$ cat config.mk
export PLATFORM = sky130hd
export DESIGN_NAME = pcib_window_decoder
export DESIGN_NICKNAME = d
export VERILOG_FILES = /design/src/rtl/pcib_pkg.sv /design/src/rtl/pcib_cfg_regs.sv /design/src/rtl/pcib_win_bounds.sv /design/src/rtl/pcib_win_cmp.sv /design/src/rtl/pcib_window_decoder.sv
export SDC_FILE = /design/constraint.sdc
export NUM_CORES = 1
export LEC_CHECK = 0
export ABC_AREA = 1
export CAP_MARGIN = 20
export CELL_PAD_IN_SITES_DETAIL_PLACEMENT = 1
export CELL_PAD_IN_SITES_GLOBAL_PLACEMENT = 1
export CORE_MARGIN = 5
export CORE_UTILIZATION = 46
export DETAILED_ROUTE_END_ITERATION = 16
export PLACE_DENSITY = 0.85
export REMOVE_ABC_BUFFERS = 1
export SYNTH_ARGS = -nofsm -noshare
export SYNTH_HDL_FRONTEND = slang
export SYNTH_SLANG_ARGS = --single-unit
$ cat constraint.sdc
create_clock -name clk -period 8.1 [get_ports clk]
set_input_delay 2.025 -clock clk [delete_from_list [all_inputs] [get_ports clk]]
set_output_delay 2.025 -clock clk [all_outputs]
set_load 0.05 [all_outputs]
$ cat src/rtl/pcib_pkg.sv
package pcib_pkg;
  localparam int ADDR_W  = 64;
  localparam int CFG_AW  = 4;

  localparam logic [CFG_AW-1:0] DW_ID    = 4'd0;
  localparam logic [CFG_AW-1:0] DW_CMD   = 4'd1;
  localparam logic [CFG_AW-1:0] DW_CLASS = 4'd2;
  localparam logic [CFG_AW-1:0] DW_HDR   = 4'd3;
  localparam logic [CFG_AW-1:0] DW_IO    = 4'd7;
  localparam logic [CFG_AW-1:0] DW_MEM   = 4'd8;
  localparam logic [CFG_AW-1:0] DW_PF    = 4'd9;
  localparam logic [CFG_AW-1:0] DW_PFUB  = 4'd10;
  localparam logic [CFG_AW-1:0] DW_PFUL  = 4'd11;
  localparam logic [CFG_AW-1:0] DW_IOU   = 4'd12;

  localparam logic [15:0] STAT_CAPS   = 16'h00A0;
  localparam logic [23:0] CLASS_P2P   = 24'h060400;

  localparam int WIN_IO  = 0;
  localparam int WIN_MEM = 1;
  localparam int WIN_PF  = 2;
  localparam int N_WIN   = 3;

  typedef struct packed {
    logic [3:0]  io_base_hi;
    logic [3:0]  io_lim_hi;
    logic [11:0] mem_base;
    logic [11:0] mem_lim;
    logic [11:0] pf_base;
    logic [11:0] pf_lim;
    logic [31:0] pf_ubase;
    logic [31:0] pf_ulim;
    logic [15:0] io_ubase;
    logic [15:0] io_ulim;
  } win_regs_t;

  typedef struct packed {
    logic [ADDR_W-1:0] base;
    logic [ADDR_W-1:0] lim;
  } window_t;
endpackage

$ cat src/rtl/pcib_cfg_regs.sv
module pcib_cfg_regs
  import pcib_pkg::*;
#(
  parameter logic [15:0] VENDOR_ID  = 16'hC0DE,
  parameter logic [15:0] DEVICE_ID  = 16'h0A11,
  parameter bit          IO_DEC32   = 1'b1,
  parameter bit          PREF_DEC64 = 1'b1,
  parameter bit          MULTI_FN   = 1'b0
) (
  input  logic              clk,
  input  logic              rst_n,
  input  logic              wr,
  input  logic [CFG_AW-1:0] addr,
  input  logic [3:0]        be,
  input  logic [31:0]       wdata,
  output logic [31:0]       rdata,
  output win_regs_t         regs,
  output logic              remap
);
  localparam logic [3:0] IO_TYPE = IO_DEC32   ? 4'h1 : 4'h0;
  localparam logic [3:0] PF_TYPE = PREF_DEC64 ? 4'h1 : 4'h0;

  win_regs_t cur_q, nxt;
  logic      touch, remap_q;

  always_comb begin
    nxt = cur_q;
    unique case (addr)
      DW_IO: begin
        if (be[0]) nxt.io_base_hi = wdata[7:4];
        if (be[1]) nxt.io_lim_hi  = wdata[15:12];
      end
      DW_MEM: begin
        if (be[0]) nxt.mem_base[3:0]  = wdata[7:4];
        if (be[1]) nxt.mem_base[11:4] = wdata[15:8];
        if (be[2]) nxt.mem_lim[3:0]   = wdata[23:20];
        if (be[3]) nxt.mem_lim[11:4]  = wdata[31:24];
      end
      DW_PF: begin
        if (be[0]) nxt.pf_base[3:0]  = wdata[7:4];
        if (be[1]) nxt.pf_base[11:4] = wdata[15:8];
        if (be[2]) nxt.pf_lim[3:0]   = wdata[23:20];
        if (be[3]) nxt.pf_lim[11:4]  = wdata[31:24];
      end
      DW_PFUB: for (int i = 0; i < 4; i++) if (be[i]) nxt.pf_ubase[8*i +: 8] = wdata[8*i +: 8];
      DW_PFUL: for (int i = 0; i < 4; i++) if (be[i]) nxt.pf_ulim[8*i +: 8]  = wdata[8*i +: 8];
      DW_IOU: begin
        if (be[0]) nxt.io_ubase[7:0]  = wdata[7:0];
        if (be[1]) nxt.io_ubase[15:8] = wdata[15:8];
        if (be[2]) nxt.io_ulim[7:0]   = wdata[23:16];
        if (be[3]) nxt.io_ulim[15:8]  = wdata[31:24];
      end
      default: ;
    endcase
  end

  // window bytes: 0x1C..0x1D (dword 7 lanes 0..1) and 0x20..0x33 (dwords 8..12)
  always_comb begin
    touch = 1'b0;
    if (wr) begin
      if (addr == DW_IO) touch = |be[1:0];
      else if (addr >= DW_MEM && addr <= DW_IOU) touch = |be;
    end
  end

  always_ff @(posedge clk or negedge rst_n) begin
    if (!rst_n) begin
      cur_q   <= '0;
      remap_q <= 1'b0;
    end else begin
      if (wr) cur_q <= nxt;
      remap_q <= touch;
    end
  end

  always_comb begin
    unique case (addr)
      DW_ID:    rdata = {DEVICE_ID, VENDOR_ID};
      DW_CMD:   rdata = {STAT_CAPS, 16'h0000};
      DW_CLASS: rdata = {CLASS_P2P, 8'h00};
      DW_HDR:   rdata = {8'h00, MULTI_FN, 7'h01, 16'h0000};
      DW_IO:    rdata = {STAT_CAPS, cur_q.io_lim_hi, IO_TYPE, cur_q.io_base_hi, IO_TYPE};
      DW_MEM:   rdata = {cur_q.mem_lim, 4'h0, cur_q.mem_base, 4'h0};
      DW_PF:    rdata = {cur_q.pf_lim, PF_TYPE, cur_q.pf_base, PF_TYPE};
      DW_PFUB:  rdata = cur_q.pf_ubase;
      DW_PFUL:  rdata = cur_q.pf_ulim;
      DW_IOU:   rdata = {cur_q.io_ulim, cur_q.io_ubase};
      default:  rdata = 32'h0;
    endcase
  end

  assign regs  = cur_q;
  assign remap = remap_q;
endmodule

$ cat src/rtl/pcib_win_bounds.sv
module pcib_win_bounds
  import pcib_pkg::*;
#(
  parameter bit IO_DEC32   = 1'b1,
  parameter bit PREF_DEC64 = 1'b1
) (
  input  win_regs_t regs,
  output window_t   io_w,
  output window_t   mem_w,
  output window_t   pf_w
);
  logic [15:0] io_ub, io_ul;
  logic [31:0] pf_ub, pf_ul;

  generate
    if (IO_DEC32) begin : g_io32
      assign io_ub = regs.io_ubase;
      assign io_ul = regs.io_ulim;
    end else begin : g_io16
      assign io_ub = '0;
      assign io_ul = '0;
    end
    if (PREF_DEC64) begin : g_pf64
      assign pf_ub = regs.pf_ubase;
      assign pf_ul = regs.pf_ulim;
    end else begin : g_pf32
      assign pf_ub = '0;
      assign pf_ul = '0;
    end
  endgenerate

  assign io_w.base  = {32'h0, io_ub, regs.io_base_hi, 12'h000};
  assign io_w.lim   = {32'h0, io_ul, regs.io_lim_hi,  12'hFFF};
  assign mem_w.base = {32'h0, regs.mem_base, 20'h00000};
  assign mem_w.lim  = {32'h0, regs.mem_lim,  20'hFFFFF};
  assign pf_w.base  = {pf_ub, regs.pf_base, 20'h00000};
  assign pf_w.lim   = {pf_ul, regs.pf_lim,  20'hFFFFF};
endmodule

$ cat src/rtl/pcib_win_cmp.sv
module pcib_win_cmp
  import pcib_pkg::*;
(
  input  window_t           win,
  input  logic [ADDR_W-1:0] addr,
  output logic              hit
);
  logic enabled, above, below;
  assign enabled = win.lim >= win.base;
  assign above   = addr >= win.base;
  assign below   = addr <= win.lim;
  assign hit     = enabled & above & below;
endmodule

$ cat src/rtl/pcib_window_decoder.sv
module pcib_window_decoder
  import pcib_pkg::*;
#(
  parameter logic [15:0] VENDOR_ID  = 16'hC0DE,
  parameter logic [15:0] DEVICE_ID  = 16'h0A11,
  parameter bit          IO_DEC32   = 1'b1,
  parameter bit          PREF_DEC64 = 1'b1,
  parameter bit          MULTI_FN   = 1'b0
) (
  input  logic        clk,
  input  logic        rst_n,
  input  logic        cfg_wr,
  input  logic [3:0]  cfg_addr,
  input  logic [3:0]  cfg_be,
  input  logic [31:0] cfg_wdata,
  output logic [31:0] cfg_rdata,
  output logic        remap,
  input  logic        lk_valid,
  input  logic [63:0] lk_addr,
  input  logic [1:0]  lk_space,
  output logic        lk_hit
);
  logic [1:0] rst_sync_q;
  logic       rst_int;

  always_ff @(posedge clk or negedge rst_n) begin
    if (!rst_n) rst_sync_q <= 2'b00;
    else        rst_sync_q <= {rst_sync_q[0], 1'b1};
  end
  assign rst_int = rst_sync_q[1];

  win_regs_t regs;
  window_t   win [N_WIN];
  logic [N_WIN-1:0] hit_v;

  pcib_cfg_regs #(
    .VENDOR_ID(VENDOR_ID), .DEVICE_ID(DEVICE_ID),
    .IO_DEC32(IO_DEC32), .PREF_DEC64(PREF_DEC64), .MULTI_FN(MULTI_FN)
  ) u_regs (
    .clk(clk), .rst_n(rst_int), .wr(cfg_wr), .addr(cfg_addr), .be(cfg_be),
    .wdata(cfg_wdata), .rdata(cfg_rdata), .regs(regs), .remap(remap)
  );

  pcib_win_bounds #(.IO_DEC32(IO_DEC32), .PREF_DEC64(PREF_DEC64)) u_bounds (
    .regs(regs), .io_w(win[WIN_IO]), .mem_w(win[WIN_MEM]), .pf_w(win[WIN_PF])
  );

  generate
    for (genvar g = 0; g < N_WIN; g++) begin : g_cmp
      pcib_win_cmp u_cmp (.win(win[g]), .addr(lk_addr), .hit(hit_v[g]));
    end
  endgenerate

  logic [1:0]        sel;
  logic [ADDR_W-1:0] sel_base, sel_lim;
  logic              hit_d, hit_q;

  always_comb begin
    if (lk_space[0])      sel = 2'(WIN_IO);
    else if (lk_space[1]) sel = 2'(WIN_PF);
    else                  sel = 2'(WIN_MEM);
    sel_base = win[sel].base;
    sel_lim  = win[sel].lim;
    hit_d    = lk_valid & hit_v[sel];
  end

  always_ff @(posedge clk or negedge rst_int) begin
    if (!rst_int) hit_q <= 1'b0;
    else          hit_q <= hit_d;
  end

  assign lk_hit = hit_q;
endmodule

==> results.py <==
metrics = {
    "final_layout": {
        "register_area_sq_um": 3910,
        "final_core_area_utilization": 0.558,
        "antenna_cells_inserted": 0,
        "fin_cells": 2223,
        "final_layout_size_suffix_gt1_frac": 0.0335,
        "final_stage_net_count": 2204,
        "fill_cells": 3456,
        "multi_input_comb_area_sq_um": 7610,
        "area_growth_pct": 18.9,
    },
    "floorplan": {
        "fp-row-count": 60,
        "floorplan.initialDensity": 0.469,
        "design.core.area_sq_um": 27000,
        "die_width_microns": 176,
        "dieHeight_microns": 176,
        "dieArea_sq_um": 31000,
        "pin_count": 144,
    },
    "sta": {
        "maxSlewHeadroom": 0.310,
        "worst_pin_slew_ns": 1.04,
        "final.period_utilization": 0.879,
        "post_route_minimum_period_ns": 7.12,
        "timing_max_transition_violations_final": 0,
        "post-route-worst-setup-slack_ns": 0.984,
        "clock.fmax_ghz": 0.141,
        "totalNegativeSetupSlack_ns": 0,
        "rsz0062_at_grt": "no",
        "setup_violations": 0,
        "timing.clock.skew_ns": 0.0135,
        "hold_viol": 0,
    },
    "cts": {
        "cts_sinks": 156,
        "post-cts-setup-buffers": 0,
        "holdBufCountCts": 0,
        "clockRootBuffer": "sky130_fd_sc_hd__clkbuf_16",
        "ctsHtreeMaxLevel": 4,
        "postCtsResizedCells": 0,
        "tritoncts": "done",
        "clk-insertion-delay-late_ns": 0.44,
        "numCtsBuffers": 17,
        "clk_pin_slew_worst_paths_ns": 0.07,
        "clock_tree.buffer_depth": 2,
    },
    "outcome": {
        "outcome": "finished clean",
    },
    "critical_path": {
        "timing.critical_path.slowest_cell_delay_ns": 0.79,
        "worst_ep_required_time_ns": 6.08,
        "buf_inv_on_cp": 4,
        "end_kind": "output port",
        "crit_type": "in -> out",
        "worst-r2r-cell-count": 14,
        "timing.reg2reg.setup_slack_ns": 5.81,
        "path_delay_family": "buffers and inverters",
        "worst-path-max-fanout": 14,
        "crit_slowest_cell": "sky130_fd_sc_hd__clkdlybuf4s50_1",
        "critical_path_arrival_ns": 5.09,
        "timing.critical_path.cells": "clkdlybuf4s50_1 -> inv_1 -> nor2_1 -> nand2_1 -> inv_2 -> a221oi_1 -> o221ai_1 -> clkdlybuf4s50_1",
        "r2r_start": "u_regs.regs[80]$_DFFE_PN0P_",
        "crit_path_frequent_cell": "sky130_fd_sc_hd__clkdlybuf4s50_1",
        "r2r_end": "lk_hit$_DFF_PN0_",
        "worstSetupStartpointType": "input port",
    },
    "synthesis": {
        "post_synth_design_cell_area_sq_um": 12700,
        "yosysMostFrequentCell": "sky130_fd_sc_hd__nand2_1",
        "synth_top_area_share": 0.308,
        "dominant_combinational_cell_family_by_area_after_synthesis": "adder cells",
        "yosys.area_share.adder": 0.222,
        "post_synthesis_compound_gate_area_fraction": 0.163,
        "synth-seq-area-share": 0.308,
        "post_synthesis_share_of_cell_area_spent_on_and_or_nand_and_nor_gates": 0.215,
        "yosys-mux-area-fraction": 0,
        "syn_inst": 1730,
        "post_synth_xor_xnor_area": 0,
        "postSynthAreaPerCell_sq_um": 7.33,
        "synth_top_flop_cell": "sky130_fd_sc_hd__dfrtp_1",
        "number_of_enable_flip_flop_cells_after_synthesis": 0,
        "synth.distinct_cells": 36,
        "synth-async-reset-ratio": 1.00,
        "synth_top_cells_by_area": "sky130_fd_sc_hd__dfrtp_1 (31%), sky130_fd_sc_hd__ha_1 (22%), sky130_fd_sc_hd__nand2_1 (14%)",
        "synthTopCellsByCount": "sky130_fd_sc_hd__nand2_1 (480), sky130_fd_sc_hd__inv_1 (265), sky130_fd_sc_hd__ha_1 (225), sky130_fd_sc_hd__dfrtp_1 (156), sky130_fd_sc_hd__o21ai_0 (132)",
        "synth.ff_latch_count": 156,
        "synth_warnings": 0,
        "synth_top_area_cell": "sky130_fd_sc_hd__dfrtp_1",
    },
    "global_route": {
        "globalRouteTotalUtil": 0.302,
        "grt_overflow": 0,
        "grt_pass1_vias": 13600,
        "grt_max_degree": 77,
        "grt_first_pass_wirelength_mm": 73.3,
        "number_of_antenna_violations_at_the_first_check_in_global_routing": 0,
    },
    "drt": {
        "routed-via-count": 12800,
        "maxUsedRoutingLayer": "met4",
        "firstDrtPassIters": 6,
        "drt_wl_total_mm": 46.8,
        "vias_per_cell": 5.76,
        "drt-initial-drc-count": 985,
        "dr_wl_met2_mm": 21.7,
        "routedWlPerCell_microns": 21.1,
        "met3_routed_wirelength_mm": 3.51,
        "postRouteAntennaNets": 0,
        "met1Wirelength_mm": 19.6,
        "drt_drc_violations_left": 0,
    },
    "min_path": {
        "hold_path.class": "reg -> async",
    },
    "job": {
        "cap_viol_max_count": 0,
    },
    "place": {
        "dpl.cell_count": 2190,
        "dp_slack_ns": 1.07,
        "port_buffers": 143,
        "dp.final_hpwl_mm": 37.0,
        "finalWeightedCongestion": 0.940,
    },
    "power_and_ir_drop": {
        "max-vdd-ir-drop_mv": 0.108,
        "power.density_cell_area_nw_per_um2": 212,
        "static-leakage-power_uw": 0.00748,
    },
}
[sequential cells by signal (all words and copies together) (netlist names)]
name,flops
lk_hit,1
u_regs.regs,152
rst_sync_q,2
u_regs.remap,1
[report_power, final]
group          leakage [uW]  switching [uW]  total, uW  internal [uW]
sequential          0.00202             146       1070            921
clock              0.000292             366        864            497
combinational       0.00517             793       1270            475
total               0.00748            1310       3200           1890
[layout by cell type (no fill, tap or decap), types with 10 or more instances in the layout]
master	netlist	final
sky130_fd_sc_hd__o21ai_0	132	132
sky130_fd_sc_hd__nand2_2	13	13
sky130_fd_sc_hd__nand2_1	480	480
sky130_fd_sc_hd__clkbuf_16	0	17
sky130_fd_sc_hd__a21oi_1	105	105
sky130_fd_sc_hd__nand4_1	17	17
sky130_fd_sc_hd__nor3_1	11	11
sky130_fd_sc_hd__ha_1	225	225
sky130_fd_sc_hd__clkdlybuf4s50_1	0	143
sky130_fd_sc_hd__o21ai_1	54	54
sky130_fd_sc_hd__dfrtp_1	156	155
sky130_fd_sc_hd__o22ai_1	26	26
sky130_fd_sc_hd__nand3_1	24	24
sky130_fd_sc_hd__a221oi_1	10	10
sky130_fd_sc_hd__o221ai_1	20	20
sky130_fd_sc_hd__inv_1	265	265
sky130_fd_sc_hd__nor2_1	120	120
[worst max path at each step]
stage,startpoint,end,cells past startpoint
finish,cfg_addr[1],cfg_rdata[12],8
floorplan,cfg_addr[0],cfg_rdata[18],5
detailed placement,cfg_addr[1],cfg_rdata[6],8
global placement,cfg_addr[1],cfg_rdata[25],9
global route,cfg_addr[3],cfg_rdata[28],10
CTS,cfg_addr[3],cfg_rdata[28],10
[metal layers]
layer  GRT usage  vias to the layer above
met2       0.500                      475
met3      0.0634                      126
met4       0.123                        0
met5           0                        -
li1            -                     5985
met1       0.387                     6226
[cells by family (layout without fill, tap and decap cells)]
family | after synthesis | after routing
other | 1 | 1
buffers and inverters | 302 | 454
AOI/OAI and AO/OA | 372 | 372
adders and majority gates | 225 | 225
and+or+nand+nor | 674 | 674
DFF | 156 | 156
[area by class of cell]
| cell class | instances | area share |
|---|---|---|
| Timing Repair Buffer | 149 | 0.0992 |
| Inverter | 273 | 0.0681 |
| Sequential cell | 156 | 0.259 |
| Clock buffer | 20 | 0.0296 |
| Multi-Input combinational cell | 1272 | 0.505 |
| Clock inverter | 12 | 0.0108 |
| Tap cell | 341 | 0.0283 |
[stage by stage]
step | power, uW | hold WS [ns] | instance area, sq um
floorplan | 1840 | 0.331 | 12500
detailed placement | 2320 | 0.0958 | 14400
finish | 3200 | 0.101 | 15100
CTS | 3190 | 0.102 | 15100
global placement | 2220 | 0.0946 | 14400
global route | 3420 | 0.108 | 15100
Note: power is estimated with default switching activity, not from simulation.
